$ cat src/rtl/lpg_pkg.sv
package lpg_pkg;
  localparam int WORD_W = 10;
  localparam int MODE_W = 2;

  typedef enum logic [MODE_W-1:0] {
    PM_HIGH = 2'd0,
    PM_LOW  = 2'd1,
    PM_MIX  = 2'd2
  } pat_mode_e;

  localparam logic [WORD_W-1:0] CW_HIGH  = 10'b1010101010;
  localparam logic [WORD_W-1:0] CW_LOW   = 10'b0011111000;
  localparam logic [WORD_W-1:0] CW_MIX_N = 10'b0011111010;
  localparam logic [WORD_W-1:0] CW_MIX_P = 10'b1100000101;

  // Reserved select code aliases the high-frequency pattern.
  function automatic pat_mode_e decode_mode(input logic [MODE_W-1:0] sel);
    case (sel)
      2'd1:    return PM_LOW;
      2'd2:    return PM_MIX;
      default: return PM_HIGH;
    endcase
  endfunction

  function automatic logic [WORD_W-1:0] pattern_word(input pat_mode_e m, input logic ph);
    case (m)
      PM_LOW:  return CW_LOW;
      PM_MIX:  return ph ? CW_MIX_P : CW_MIX_N;
      default: return CW_HIGH;
    endcase
  endfunction

  function automatic logic legal_word(input logic [WORD_W-1:0] w);
    return (w == CW_HIGH) || (w == CW_LOW) || (w == CW_MIX_N) || (w == CW_MIX_P);
  endfunction
endpackage

$ cat src/rtl/lpg_mode_track.sv
module lpg_mode_track
  import lpg_pkg::*;
(
  input  logic              clk,
  input  logic              rst_n,
  input  logic [MODE_W-1:0] mode_sel,
  output pat_mode_e         next_mode_o,
  output pat_mode_e         cur_mode_o,
  output logic              seen_o,
  output logic              blank_o,
  output logic              valid_o
);
  pat_mode_e mode_q;
  logic      seen_q;
  logic      valid_q;

  assign next_mode_o = decode_mode(mode_sel);
  // A word is blanked if it is the first after reset or its mode differs.
  assign blank_o     = !seen_q || (next_mode_o != mode_q);

  always_ff @(posedge clk or negedge rst_n) begin
    if (!rst_n) begin
      mode_q  <= PM_HIGH;
      seen_q  <= 1'b0;
      valid_q <= 1'b0;
    end else begin
      mode_q  <= next_mode_o;
      seen_q  <= 1'b1;
      valid_q <= !blank_o;
    end
  end

  assign cur_mode_o = mode_q;
  assign seen_o     = seen_q;
  assign valid_o    = valid_q;

  assert_blank_drops_valid_R7: assert property (@(posedge clk) disable iff (!rst_n)
    blank_o |=> !valid_o);
  assert_steady_keeps_valid_R7: assert property (@(posedge clk) disable iff (!rst_n)
    !blank_o |=> valid_o);
  assert_first_word_blank_R6: assert property (@(posedge clk) disable iff (!rst_n)
    !seen_o |=> !valid_o);
endmodule

$ cat src/rtl/lpg_mix_phase.sv
module lpg_mix_phase
  import lpg_pkg::*;
(
  input  logic      clk,
  input  logic      rst_n,
  input  pat_mode_e next_mode_i,
  input  pat_mode_e cur_mode_i,
  input  logic      seen_i,
  output logic      phase_d_o
);
  logic phase_q;
  logic continue_w;

  // Phase flips only while a mixed run continues; any fresh run restarts at 0.
  assign continue_w = seen_i && (next_mode_i == PM_MIX) && (cur_mode_i == PM_MIX);
  assign phase_d_o  = continue_w ? ~phase_q : 1'b0;

  always_ff @(posedge clk or negedge rst_n) begin
    if (!rst_n) phase_q <= 1'b0;
    else        phase_q <= phase_d_o;
  end
endmodule

$ cat src/rtl/lpg_word_reg.sv
module lpg_word_reg
  import lpg_pkg::*;
(
  input  logic              clk,
  input  logic              rst_n,
  input  pat_mode_e         next_mode_i,
  input  logic              phase_i,
  output logic [WORD_W-1:0] word_o
);
  logic [WORD_W-1:0] word_q;

  always_ff @(posedge clk or negedge rst_n) begin
    if (!rst_n) word_q <= '0;
    else        word_q <= pattern_word(next_mode_i, phase_i);
  end

  assign word_o = word_q;

  assert_word_legal_after_reset_R8: assert property (@(posedge clk) disable iff (!rst_n)
    legal_word(word_o) || (word_o == '0));
endmodule

$ cat src/rtl/line_pattern_gen.sv
module line_pattern_gen
  import lpg_pkg::*;
(
  input  logic              clk,
  input  logic              rst_n,
  input  logic [MODE_W-1:0] mode_sel,
  output logic [WORD_W-1:0] word_o,
  output logic              word_vld_o
);
  pat_mode_e next_mode_w;
  pat_mode_e cur_mode_w;
  logic      seen_w;
  logic      blank_w;
  logic      valid_w;
  logic      phase_w;
  logic [WORD_W-1:0] word_w;

  lpg_mode_track u_track (
    .clk         (clk),
    .rst_n       (rst_n),
    .mode_sel    (mode_sel),
    .next_mode_o (next_mode_w),
    .cur_mode_o  (cur_mode_w),
    .seen_o      (seen_w),
    .blank_o     (blank_w),
    .valid_o     (valid_w)
  );

  lpg_mix_phase u_phase (
    .clk         (clk),
    .rst_n       (rst_n),
    .next_mode_i (next_mode_w),
    .cur_mode_i  (cur_mode_w),
    .seen_i      (seen_w),
    .phase_d_o   (phase_w)
  );

  lpg_word_reg u_word (
    .clk         (clk),
    .rst_n       (rst_n),
    .next_mode_i (next_mode_w),
    .phase_i     (phase_w),
    .word_o      (word_w)
  );

  assign word_o     = word_w;
  assign word_vld_o = valid_w;

  assert_valid_word_legal_R8: assert property (@(posedge clk) disable iff (!rst_n)
    word_vld_o |-> legal_word(word_o));
  assert_mix_alternates_R3: assert property (@(posedge clk) disable iff (!rst_n)
    (word_vld_o && cur_mode_w == PM_MIX && $past(word_vld_o) && $past(cur_mode_w) == PM_MIX)
    |-> (word_o != $past(word_o)));
  assert_mix_run_start_R4: assert property (@(posedge clk) disable iff (!rst_n)
    (seen_w && !word_vld_o && cur_mode_w == PM_MIX) |-> (word_o == CW_MIX_N));
  assert_fixed_word_stable_R1: assert property (@(posedge clk) disable iff (!rst_n)
    (word_vld_o && $past(word_vld_o) && cur_mode_w != PM_MIX) |-> $stable(word_o));
  assert_reserved_is_high_R5: assert property (@(posedge clk) disable iff (!rst_n)
    (seen_w && $past(mode_sel) == 2'b11) |-> (word_o == CW_HIGH));
endmodule

$ cat config.mk
export PLATFORM = sky130hd
export DESIGN_NAME = line_pattern_gen
export DESIGN_NICKNAME = d
export VERILOG_FILES = /design/src/rtl/lpg_pkg.sv /design/src/rtl/lpg_mode_track.sv /design/src/rtl/lpg_mix_phase.sv /design/src/rtl/lpg_word_reg.sv /design/src/rtl/line_pattern_gen.sv
export SDC_FILE = /design/constraint.sdc
export NUM_CORES = 1
export LEC_CHECK = 0
export BUFFER_PORTS_ARGS = -buffer_cell sky130_fd_sc_hd__buf_2
export CAP_MARGIN = 20
export CORE_AREA = 2 2 39 41
export DETAILED_ROUTE_END_ITERATION = 7
export DIE_AREA = 0 0 41 43
export GPL_TIMING_DRIVEN = 0
export HOLD_SLACK_MARGIN = 0.02
export PLACE_DENSITY = 0.69
export SETUP_SLACK_MARGIN = 0.15
export SLEW_MARGIN = 25
export SYNTH_ARGS = -nofsm -noshare
export SYNTH_HDL_FRONTEND = slang
export SYNTH_SLANG_ARGS = --single-unit
$ cat constraint.sdc
create_clock -name clk -period 1 [get_ports clk]
set_clock_uncertainty 0.2 [all_clocks]
set_input_delay 0.25 -clock clk [delete_from_list [all_inputs] [get_ports clk]]
set_output_delay 0.25 -clock clk [all_outputs]
set_load 0.1 [all_outputs]
# Word-level counts from Yosys, hierarchy flattened
# Index checks and enable logic that the tools add are counted.
# W data, S select, Z words.
# totals
out_inout_bits,11
regBits,15
word_cells,21
inputBits,4
# classes
n_bitwise,1
mux,4
n_reduce_logical,5
n_eq_ne,6
# ops
op,n
$pmux W10 S2,1
$mux W10,1
$eq A2 B2 Y1 const B,3
$eq A2 B1 Y1 const B,2
$pmux W2 S2,1
$logic_and A1 B1 Y1,2
$logic_not A1 Y1,2
$ne A2 B2 Y1,1
$logic_or A1 B1 Y1,1
$mux W1,1
$not A1 Y1,1

# Longest topological paths before layout
# Gate-level depths: netlist (run 1).
# depth
ltp_word,8
mapped_depth,4
mapped_depth_nobuf,4

# By module
# From an unflattened synthesis (run 1), not the netlist that was laid out.
# hier_totals
cells_unflattened,37
area_unflattened_um2,440.4
# by_module_without_submodules
module,seq_area_each_um2,n_inst,cells_per_inst,area_per_inst_um2
lpg_word_reg,125.1,1,22,235.2
lpg_mode_track,100.1,1,12,156.4
lpg_mix_phase,25.0,1,3,48.8

# Worst setup path before layout (run 1)
# OpenSTA, ideal clock, no wires.
# synth_timing
path_kind,reg-to-output
start,"register, netlist name u_word.word_o[8]"
end,output port word_o[2]
n_path_buf,1
path_stages_with_launch,2
required_ns,0.550
path_slack_ns,-0.791
arrival_time_ns,1.341
cell_sequence,dfrtp_1 buf_4
# synth_lines
element,line_no,text
to (decl),line_pattern_gen.sv:7,"output logic [WORD_W-1:0] word_o,"

# Worst setup path after layout (run 1)
# layout_timing
start,register u_word.word_q[7] (netlist: u_word.word_o[7])
end,output port word_o[7]
# layout_lines
element,line_no,text
from (decl),lpg_word_reg.sv:10,logic [WORD_W-1:0] word_q;
from (signal assigned),lpg_word_reg.sv:14,"else word_q <= pattern_word(next_mode_i, phase_i);"
# No word-level cell between the ends.

==> flow_summary.ini, run 1 <==
[grt]
antenna_violations_before_repair = 0
grt_first_pass_wirelength_um = 1330
grt_remaining_overflow = 0
first_global_vias = 320
grt.total_usage = 0.120
grt_max_degree = 11

[sta]
max_freq_ghz = 0.663
report.final.setup_viol = 18
unrepaired_setup_endpoints_after_global_routing = true
final_min_period_over_clock_period = 1.51
count_of_final_max_slew_check_failures = 0
hold_violations = 0
final.hold.worst_slack_ns = 0.118
tns_ns = -5.44
timing.final.ws_setup_ns = -0.507
finalWorstPathRequiredPeriod_ns = 1.51

[worst_setup_path]
reg2reg_from = u_track.cur_mode_o[0]
cp-startpoint = u_word.word_o[7]
setup.worst_path.start_class = flip-flop
crit_type = flip-flop to output port
worst-r2r-setup-slack_ns = -0.13
worstPathRequired_ns = 0.55
reg2regPathDepth = 2
worstSetupEndpointType = output port
r2r-end = u_word.word_o[1]
critPathArrivalTime_ns = 1.06
critical_path.max_fanout = 3

[routing]
ant_nets = 0
drt_first_iter_violations = 2
route.final.wire_length_um = 737
top_layer_used = met3
routed_wire_length_per_instance_um = 10.2
detailroute.wirelength.met3_um = 29
drt_pre_antenna_iters = 2
vias = 324
met2WireLength_um = 432
route.layer.met1.wl_um = 276
viasPerCell = 4.50
detail_route.drc_violations = 0

[logic_synthesis]
flip_flop_and_latch_count_after_synthesis = 10
synth_area_leader_cell = sky130_fd_sc_hd__dfrtp_1
ys.warnings.count = 0
post_synth.cell_area_avg_um2 = 13.1
ys_seq_area_frac = 0.532
synth_top_area_share = 0.532
synth_cell_type_count = 16
synthesized_instance_count = 36
synthTopCellsByArea = sky130_fd_sc_hd__dfrtp_1 (53%), sky130_fd_sc_hd__ha_1 (11%), sky130_fd_sc_hd__buf_4 (8.0%)
syn-num-nets = 44
mappedNetlistArea_um2 = 470

[floorplanning]
number_of_ports_placed_on_the_die_boundary = 15
floorplan.core_area_um2 = 1380
die_x_um = 41
die_area_um2 = 1760
initial_core_util = 0.340
die_h_um = 43
number_of_core_rows = 14

[clocking]
clock_insertion_delay_worst_skew_ns = 0.26
cts.sinks = 10
cts_tree = done
cts.path.max_buffers = 2
clock-root-buffer = sky130_fd_sc_hd__clkbuf_4
cts_buffers = 3
cts.clk_slew.worst_paths_ns = 0.06
cts-htree-levels = 1

[final_layout]
stdcell_count = 72
area_delta_synth_final_pct = 92.8
drive_gt1_frac = 0.696
finalNetCount = 65
postLayoutCoreUtil = 0.656
num_antenna_cells = 0
fin_area_um2 = 907

[outcome]
violations_in_the_final_reports = setup timing
status = finished with violations

[power]
power.ir.vdd_worst_mv = 0.796
power.density_cell_area_nw_per_um2 = 1490
p_total_mw = 1.35
total_leakage_power_nw = 0.385

[flow_run]
number_of_max_capacitance_violations_reported = 0

[place]
cell_area_after_placement_um2 = 698
dpl.hpwl_um = 582
place.gp.congestion = 0.751
io_buffer_count = 14
dp.cells = 66
place_ws_ns = -0.386

[hold_path]
whs_endpoint = u_track.cur_mode_o[0]
hold-path-cell-count = 2
hold_start = mode_sel[0]
holdCritPathClass = input pin to flip-flop
[cells in the mapped netlist]
master	count
sky130_fd_sc_hd__ha_1	4
sky130_fd_sc_hd__a21o_1	1
sky130_fd_sc_hd__and4bb_1	1
sky130_fd_sc_hd__mux2i_1	1
sky130_fd_sc_hd__inv_1	3
sky130_fd_sc_hd__conb_1	1
sky130_fd_sc_hd__buf_4	5
sky130_fd_sc_hd__nor3_1	1
sky130_fd_sc_hd__nand2b_1	1
sky130_fd_sc_hd__o21ai_0	1
sky130_fd_sc_hd__nor2_1	2
sky130_fd_sc_hd__and3_1	1
sky130_fd_sc_hd__nand4bb_4	1
sky130_fd_sc_hd__dfrtp_1	10
sky130_fd_sc_hd__xnor2_1	2
sky130_fd_sc_hd__o31ai_2	1
[critical path: stages (launching register included)]
cell	delay, ns
sky130_fd_sc_hd__dfrtp_4	0.51
sky130_fd_sc_hd__buf_12	0.14
sky130_fd_sc_hd__buf_12	0.15
[layout make-up]
class,instances,area [µm²]
plain buffers,5,100
well taps,16,20.0
clock buffers,4,36.3
repair buffers,16,235
flip-flops and latches,10,273
inverters,3,26.3
multi-input cells,18,216
fillers,103,477
[worst max-delay path by stage]
stage | end | slack [ns] | cells past startpoint
2_1_floorplan | word_o[2] | -0.29 | 1
3_3_place_gp | word_o[8] | -0.38 | 2
3_5_place_dp | word_o[2] | -0.39 | 2
4_1_cts | word_o[8] | -0.52 | 2
5_1_grt | word_o[2] | -0.55 | 2
6_report | word_o[7] | -0.51 | 2
[kinds of logic (layout without fill, tap and decap cells)]
kind of cell / count (synthesis) / in the layout / synth area share
fa+ha+maj: 4 / 4 / 0.106
flops: 10 / 10 / 0.532
compound gates: 3 / 3 / 0.0532
other cells: 1 / 1 / 0.00797
mux: 1 / 1 / 0.0213
simple gates: 7 / 7 / 0.138
xor+xnor: 2 / 2 / 0.0372
buf+inv: 8 / 28 / 0.104
[timing repair]
action | in CTS | in global routing
buffers inserted | 1 | 0
pin swaps | 4 | 1
endpoints found under the hold margin | 10 | 0
endpoints found under the setup margin | 18 | 18
resized for setup | 41 | 2
hold buffers | 1 | 0
[layout by cell type (no fill, tap or decap), drive strengths merged]
cell type	synthesis	layout
a21o	1	1
and3	1	1
and4bb	1	1
buf	5	20
clkbuf	0	4
conb	1	1
dfrtp	10	10
dlygate4sd3	0	1
ha	4	4
inv	3	3
mux2i	1	1
nand2b	1	1
nand4bb	1	1
nor2	2	2
nor3	1	1
o21ai	1	1
o31ai	1	1
xnor2	2	2
[flip-flops by register name, summed over array words and instances, names as in the netlist]
register and count:
u_word.word_o 5, u_track.cur_mode_o 2, u_phase.phase_q 1, u_track.seen_o 1, u_track.valid_o 1
[metal layers]
| layer | vias up | GRT usage |
|---|---|---|
| met5 | - | 0 |
| met4 | 0 | 0.100 |
| met3 | 0 | 0.0314 |
| met2 | 10 | 0.178 |
| met1 | 163 | 0.133 |
| li1 | 151 | - |
[where the power goes]
part	internal [mW]	total [mW]	switching [mW]
registers	0.442	0.474	0.0312
logic	0.211	0.523	0.312
clock network	0.221	0.355	0.134
(Power assumes the default switching activity.)
==> run 2: changes to the inputs <==
--- a/config.mk
+++ b/config.mk
@@ -18,3 +18,4 @@
 export SYNTH_ARGS = -nofsm -noshare
 export SYNTH_HDL_FRONTEND = slang
 export SYNTH_SLANG_ARGS = --single-unit
+export TNS_END_PERCENT = 10
==> run 2 against run 1 <==
  * The run still ends with setup timing left
  * Worst setup slack worse by 0.011 ns
  * Power decreased by 8.8%
  * Sequential share of layout area is 3.3 points higher
  * Die area did not move
  * Global-route usage decreased by 0.20 points
  * Highest routed layer is now met4
==> flow_summary.ini, run 2 (same netlist as run 1, synthesis figures left out) <==
[grt]
antenna_violations_before_repair = 0
grt_first_pass_wirelength_um = 1230
grt_remaining_overflow = 0
first_global_vias = 321
grt.total_usage = 0.117
grt_max_degree = 11

[power]
power_frac_seq = 0.377
clkPwrFrac = 0.241
power.density_cell_area_nw_per_um2 = 1550
total_leakage_power_nw = 0.360
p_total_mw = 1.23
switching_share = 0.381
comb_power_share = 0.382
power.ir.vdd_worst_mv = 0.807
cellInternalPower_mw = 0.763
switching_power_mw = 0.469

[worst_setup_path]
crit_path_top_delay_cell = sky130_fd_sc_hd__dfrtp_4
critPathArrivalTime_ns = 1.07
timing.critical_path.cells = buf_12 -> buf_12
critical_path.n_buffers_inverters = 2
crit_family = flip-flops
crit_type = flip-flop to output port
worstPathRequired_ns = 0.55
path_common_cell = sky130_fd_sc_hd__buf_12
critical_path.max_fanout = 3
setup.worst_path.start_class = flip-flop
worstSetupEndpointType = output port
slowest_delay_ns = 0.51

[outcome]
status = finished with violations
violations_in_the_final_reports = setup timing

[final_layout]
finalNetCount = 64
fin_area_um2 = 795
final_cell_mix = sky130_fd_sc_hd__buf_12 (10), sky130_fd_sc_hd__ha_1 (4), sky130_fd_sc_hd__dfrtp_1 (4)
most_common_cell_after_layout_fill_and_taps_aside = sky130_fd_sc_hd__buf_12
drive_gt1_frac = 0.582
num_antenna_cells = 0
layout.filler_cells = 106
largest_register_ff_count = 5
stdcell_count = 71
area_delta_synth_final_pct = 68.9

[flow_run]
number_of_max_capacitance_violations_reported = 0

[routing]
route.final.wire_length_um = 773
drt_first_iter_violations = 0
detail_route.drc_violations = 0
viasPerCell = 4.38
ant_nets = 0
drt_pre_antenna_iters = 1
routed_wire_length_per_instance_um = 10.9
vias = 311

[floorplanning]
initial_core_util = 0.340
floorplan.core_area_um2 = 1380
die_h_um = 43
die_area_um2 = 1760
number_of_ports_placed_on_the_die_boundary = 15
number_of_core_rows = 14
die_x_um = 41

[clocking]
cts.sinks = 10
clock_insertion_delay_worst_skew_ns = 0.27
cts_buffers = 3
cts.path.max_buffers = 2
post_cts.repair.setup_buffers = 0
clock-root-buffer = sky130_fd_sc_hd__clkbuf_4
cts_tree = done
cts-htree-levels = 1
cts.clk_slew.worst_paths_ns = 0.07

[sta]
tns_ns = -5.30
unrepaired_setup_endpoints_after_global_routing = true
finalWorstPathRequiredPeriod_ns = 1.52
count_of_final_max_slew_check_failures = 0
max_freq_ghz = 0.658
hold_violations = 0
report.final.setup_viol = 17
final_min_period_over_clock_period = 1.52
timing.final.ws_setup_ns = -0.519

[place]
io_buffer_count = 14
dp.cells = 66
cell_area_after_placement_um2 = 633
place.gp.congestion = 0.765
place_ws_ns = -0.385

[hold_path]
holdCritPathClass = input pin to flip-flop
## run 2: changes by cell type in the layout (fill, tap and decap cells not counted), moves of 2 or more
cell	previous run	this run
sky130_fd_sc_hd__dfrtp_4	6	3
sky130_fd_sc_hd__buf_8	0	2
sky130_fd_sc_hd__ha_1	1	4
sky130_fd_sc_hd__inv_1	1	3
sky130_fd_sc_hd__buf_12	14	10
sky130_fd_sc_hd__dfrtp_2	0	3
sky130_fd_sc_hd__ha_4	3	0
## run 2: metal layers
| layer | global-route usage | up-vias | wire length, µm | share of wire |
|---|---|---|---|---|
| met2 | 0.191 | 14 | 430 | 0.56 |
| met5 | 0 | - | 0 | 0 |
| met3 | 0.0157 | 4 | 32 | 0.041 |
| met4 | 0.160 | 0 | 38 | 0.049 |
| li1 | - | 147 | - | - |
| met1 | 0.0918 | 146 | 272 | 0.35 |
## run 2: final timing paths
| kind | from | to | slack [ns] | depth (start not counted) |
|---|---|---|---|---|
| worst max register to register | u_phase.phase_q | u_word.word_o[1] | -0.13 | 2 |
| worst max-delay path | u_word.word_o[7] | word_o[5] | -0.52 | 2 |
| worst min register to register | u_phase.phase_q | u_phase.phase_q | 0.39 | 2 |
| max in group asynchronous | rst_n | u_track.valid_o | 0.23 | 2 |
| min in group asynchronous | rst_n | u_word.word_o[7] | 0.16 | 2 |
| worst min-delay path | mode_sel[1] | u_track.cur_mode_o[1] | 0.11 | 2 |
## run 2: power groups by stage
stage | logic, mW | clock network [mW] | registers [mW]
after detailed placement | 0.389 | 0 | 0.467
after global placement | 0.385 | 0 | 0.464
after floorplan | 0.191 | 0 | 0.608
after global routing | 0.491 | 0.322 | 0.468
final | 0.471 | 0.297 | 0.464
after CTS | 0.466 | 0.310 | 0.463
## run 2: what timing repair did
| action | CTS | global route |
|---|---|---|
| endpoints found under the setup margin | 18 | 18 |
| hold endpoints to repair | 10 | 0 |
| resized for setup | 32 | 3 |
| hold buffers | 1 | 0 |
| pin swaps | 2 | 0 |
| gates cloned | 0 | 0 |
## run 2: metrics by stage
stage	hold WS, ns	util
CTS	0.110	0.566
finish	0.110	0.574
floorplan	-0.246	-
global route	0.117	0.574
detailed placement	-0.0801	0.458
global placement	-0.0817	0.458
## run 2: cell type report
| cell class | count | area [µm²] | area share |
|---|---|---|---|
| inverter | 3 | 11.3 | 0.0142 |
| timing repair buffer | 15 | 198 | 0.249 |
| clock buffer | 4 | 26.3 | 0.0331 |
| multi-input combinational | 18 | 179 | 0.225 |
| buffer | 5 | 95.1 | 0.120 |
| tap | 16 | 20.0 | 0.0252 |
| sequential | 10 | 265 | 0.334 |
==> run 3: changes to the inputs <==
--- a/config.mk
+++ b/config.mk
@@ -13,6 +13,7 @@
 export GPL_TIMING_DRIVEN = 0
 export HOLD_SLACK_MARGIN = 0.02
 export PLACE_DENSITY = 0.69
+export REMOVE_ABC_BUFFERS = 1
 export SETUP_SLACK_MARGIN = 0.15
 export SLEW_MARGIN = 25
 export SYNTH_ARGS = -nofsm -noshare
==> run 3 against run 2 <==
  * Largest power group is now registers
  * Power rose by 0.39%
  * Core utilization fell by 7.0 points
  * The run still ends with setup timing left
  * Routed wire length fell by 2.1%
  * Final area fell by 12%
  * Largest cell class is now sequential cells
  * Cell count fell by 7.0%
==> flow_summary.ini, run 3 (same netlist as run 1, synthesis figures left out) <==
[outcome]
status = finished with violations
violations_in_the_final_reports = setup timing

[worst_setup_path]
crit_type = flip-flop to output port
reg2reg_from = u_phase.phase_q
reg2regPathDepth = 2
worstSetupEndpointType = output port
critical_path.max_fanout = 3
worst-r2r-setup-slack_ns = -0.15
worstPathRequired_ns = 0.55
crit_family = flip-flops
critPathArrivalTime_ns = 0.90
setup.worst_path.start_class = flip-flop
slowest_delay_ns = 0.42
crit_path_top_delay_cell = sky130_fd_sc_hd__dfrtp_2
timing.critical_path.cells = buf_8
r2r-end = u_word.word_o[1]
critical_path.n_buffers_inverters = 1

[floorplanning]
die_h_um = 43
die_x_um = 41
die_area_um2 = 1760
number_of_core_rows = 14
floorplan.core_area_um2 = 1380
initial_core_util = 0.340
number_of_ports_placed_on_the_die_boundary = 15

[grt]
grt_remaining_overflow = 0
first_global_vias = 306
grt_max_degree = 11
grt.total_usage = 0.116
antenna_violations_before_repair = 0
grt_first_pass_wirelength_um = 1240

[final_layout]
register_area_um2 = 254
multiInputGateArea_um2 = 176
most_common_cell_after_layout_fill_and_taps_aside = sky130_fd_sc_hd__buf_8
final_cell_mix = sky130_fd_sc_hd__buf_8 (9), sky130_fd_sc_hd__dfrtp_1 (7), sky130_fd_sc_hd__ha_1 (4)
area_delta_synth_final_pct = 48.4
drive_gt1_frac = 0.480
largest_register_ff_count = 5
layout.filler_cells = 124
finalNetCount = 59
num_antenna_cells = 0

[place]
io_buffer_count = 14
place_ws_ns = -0.322
place.gp.congestion = 0.690
dpl.hpwl_um = 561

[hold_path]
holdCritPathClass = input pin to flip-flop
whs_endpoint = u_track.cur_mode_o[1]
hold_start = mode_sel[1]
hold-path-cell-count = 2

[sta]
finalWorstPathRequiredPeriod_ns = 1.35
unrepaired_setup_endpoints_after_global_routing = true
count_of_final_max_slew_check_failures = 0
max_freq_ghz = 0.742
final_min_period_over_clock_period = 1.35
hold_violations = 0
report.final.setup_viol = 18
timing.final.ws_setup_ns = -0.347
tns_ns = -4.11

[power]
power.ir.vdd_worst_mv = 0.683
power.density_cell_area_nw_per_um2 = 1770
total_leakage_power_nw = 0.327
p_total_mw = 1.24

[clocking]
cts_tree = done
cts.path.max_buffers = 2
cts-htree-levels = 1
cts.sinks = 10
cts_buffers = 3
cts.clk_slew.worst_paths_ns = 0.07
clock_insertion_delay_worst_skew_ns = 0.26
clock-root-buffer = sky130_fd_sc_hd__clkbuf_4
post_cts.repair.setup_buffers = 0

[routing]
detail_route.drc_violations = 0
vias = 294
ant_nets = 0
routed_wire_length_per_instance_um = 11.5
route.final.wire_length_um = 757
viasPerCell = 4.45
drt_first_iter_violations = 2
drt_pre_antenna_iters = 2

[flow_run]
number_of_max_capacitance_violations_reported = 0
## run 3: cell types whose count changed in the layout (fill, tap and decap cells not counted), sizes merged
cell,previous run,this run
buf,19,14
## run 3: where the power goes
group / leakage [nW] / switching [mW] / internal (mW)
registers: 0.120 / 0.0296 / 0.432
logic: 0.186 / 0.289 / 0.131
clock network: 0.0210 / 0.135 / 0.221
## run 3: repair_timing
action / in CTS / in global routing
hold buffers: 1 / 0
resized for setup: 39 / 1
pin swaps: 2 / 0
hold endpoints to repair: 10 / 0
setup endpoints to repair: 18 / 18
## run 3: layout make-up
type	count	area share
timing repair buffer	15	0.287
sequential	10	0.364
inverter	3	0.0161
clock buffer	4	0.0520
multi-input combinational	18	0.253
tap	16	0.0287
## run 3: how the worst max path moves through the flow
stage | endpoint | depth (start not counted) | start
final | word_o[7] | 1 | u_word.word_o[7]
after global routing | word_o[8] | 1 | u_word.word_o[8]
after CTS | word_o[2] | 1 | u_word.word_o[8]
after detailed placement | u_word.word_o[6] | 4 | mode_sel[0]
after global placement | u_word.word_o[6] | 4 | mode_sel[0]
after floorplan | word_o[0] | 0 | u_word.word_o[8]
## run 3: layer usage
metal	part of all wire	GRT usage	wire length [µm]
met1	0.31	0.0842	234
met2	0.62	0.213	471
met3	0.050	0.0314	38
met4	0.016	0.100	12
met5	0	0	0
## run 3: per-stage QoR
step                 util  cells  instance area [µm²]  hold WS [ns]
finish              0.505     66                  698         0.108
global route        0.505     66                  698         0.114
CTS                 0.505     66                  698         0.107
detailed placement  0.378     61                  523       -0.0787
global placement    0.378     61                  523       -0.0853
floorplan               -     31                  433        -0.246
## run 3: worst reg2reg max path, stage by stage, from the launching register on
cell and delay, ns:
sky130_fd_sc_hd__dfrtp_1 0.39, sky130_fd_sc_hd__nand4bb_4 0.26, sky130_fd_sc_hd__a21o_1 0.20
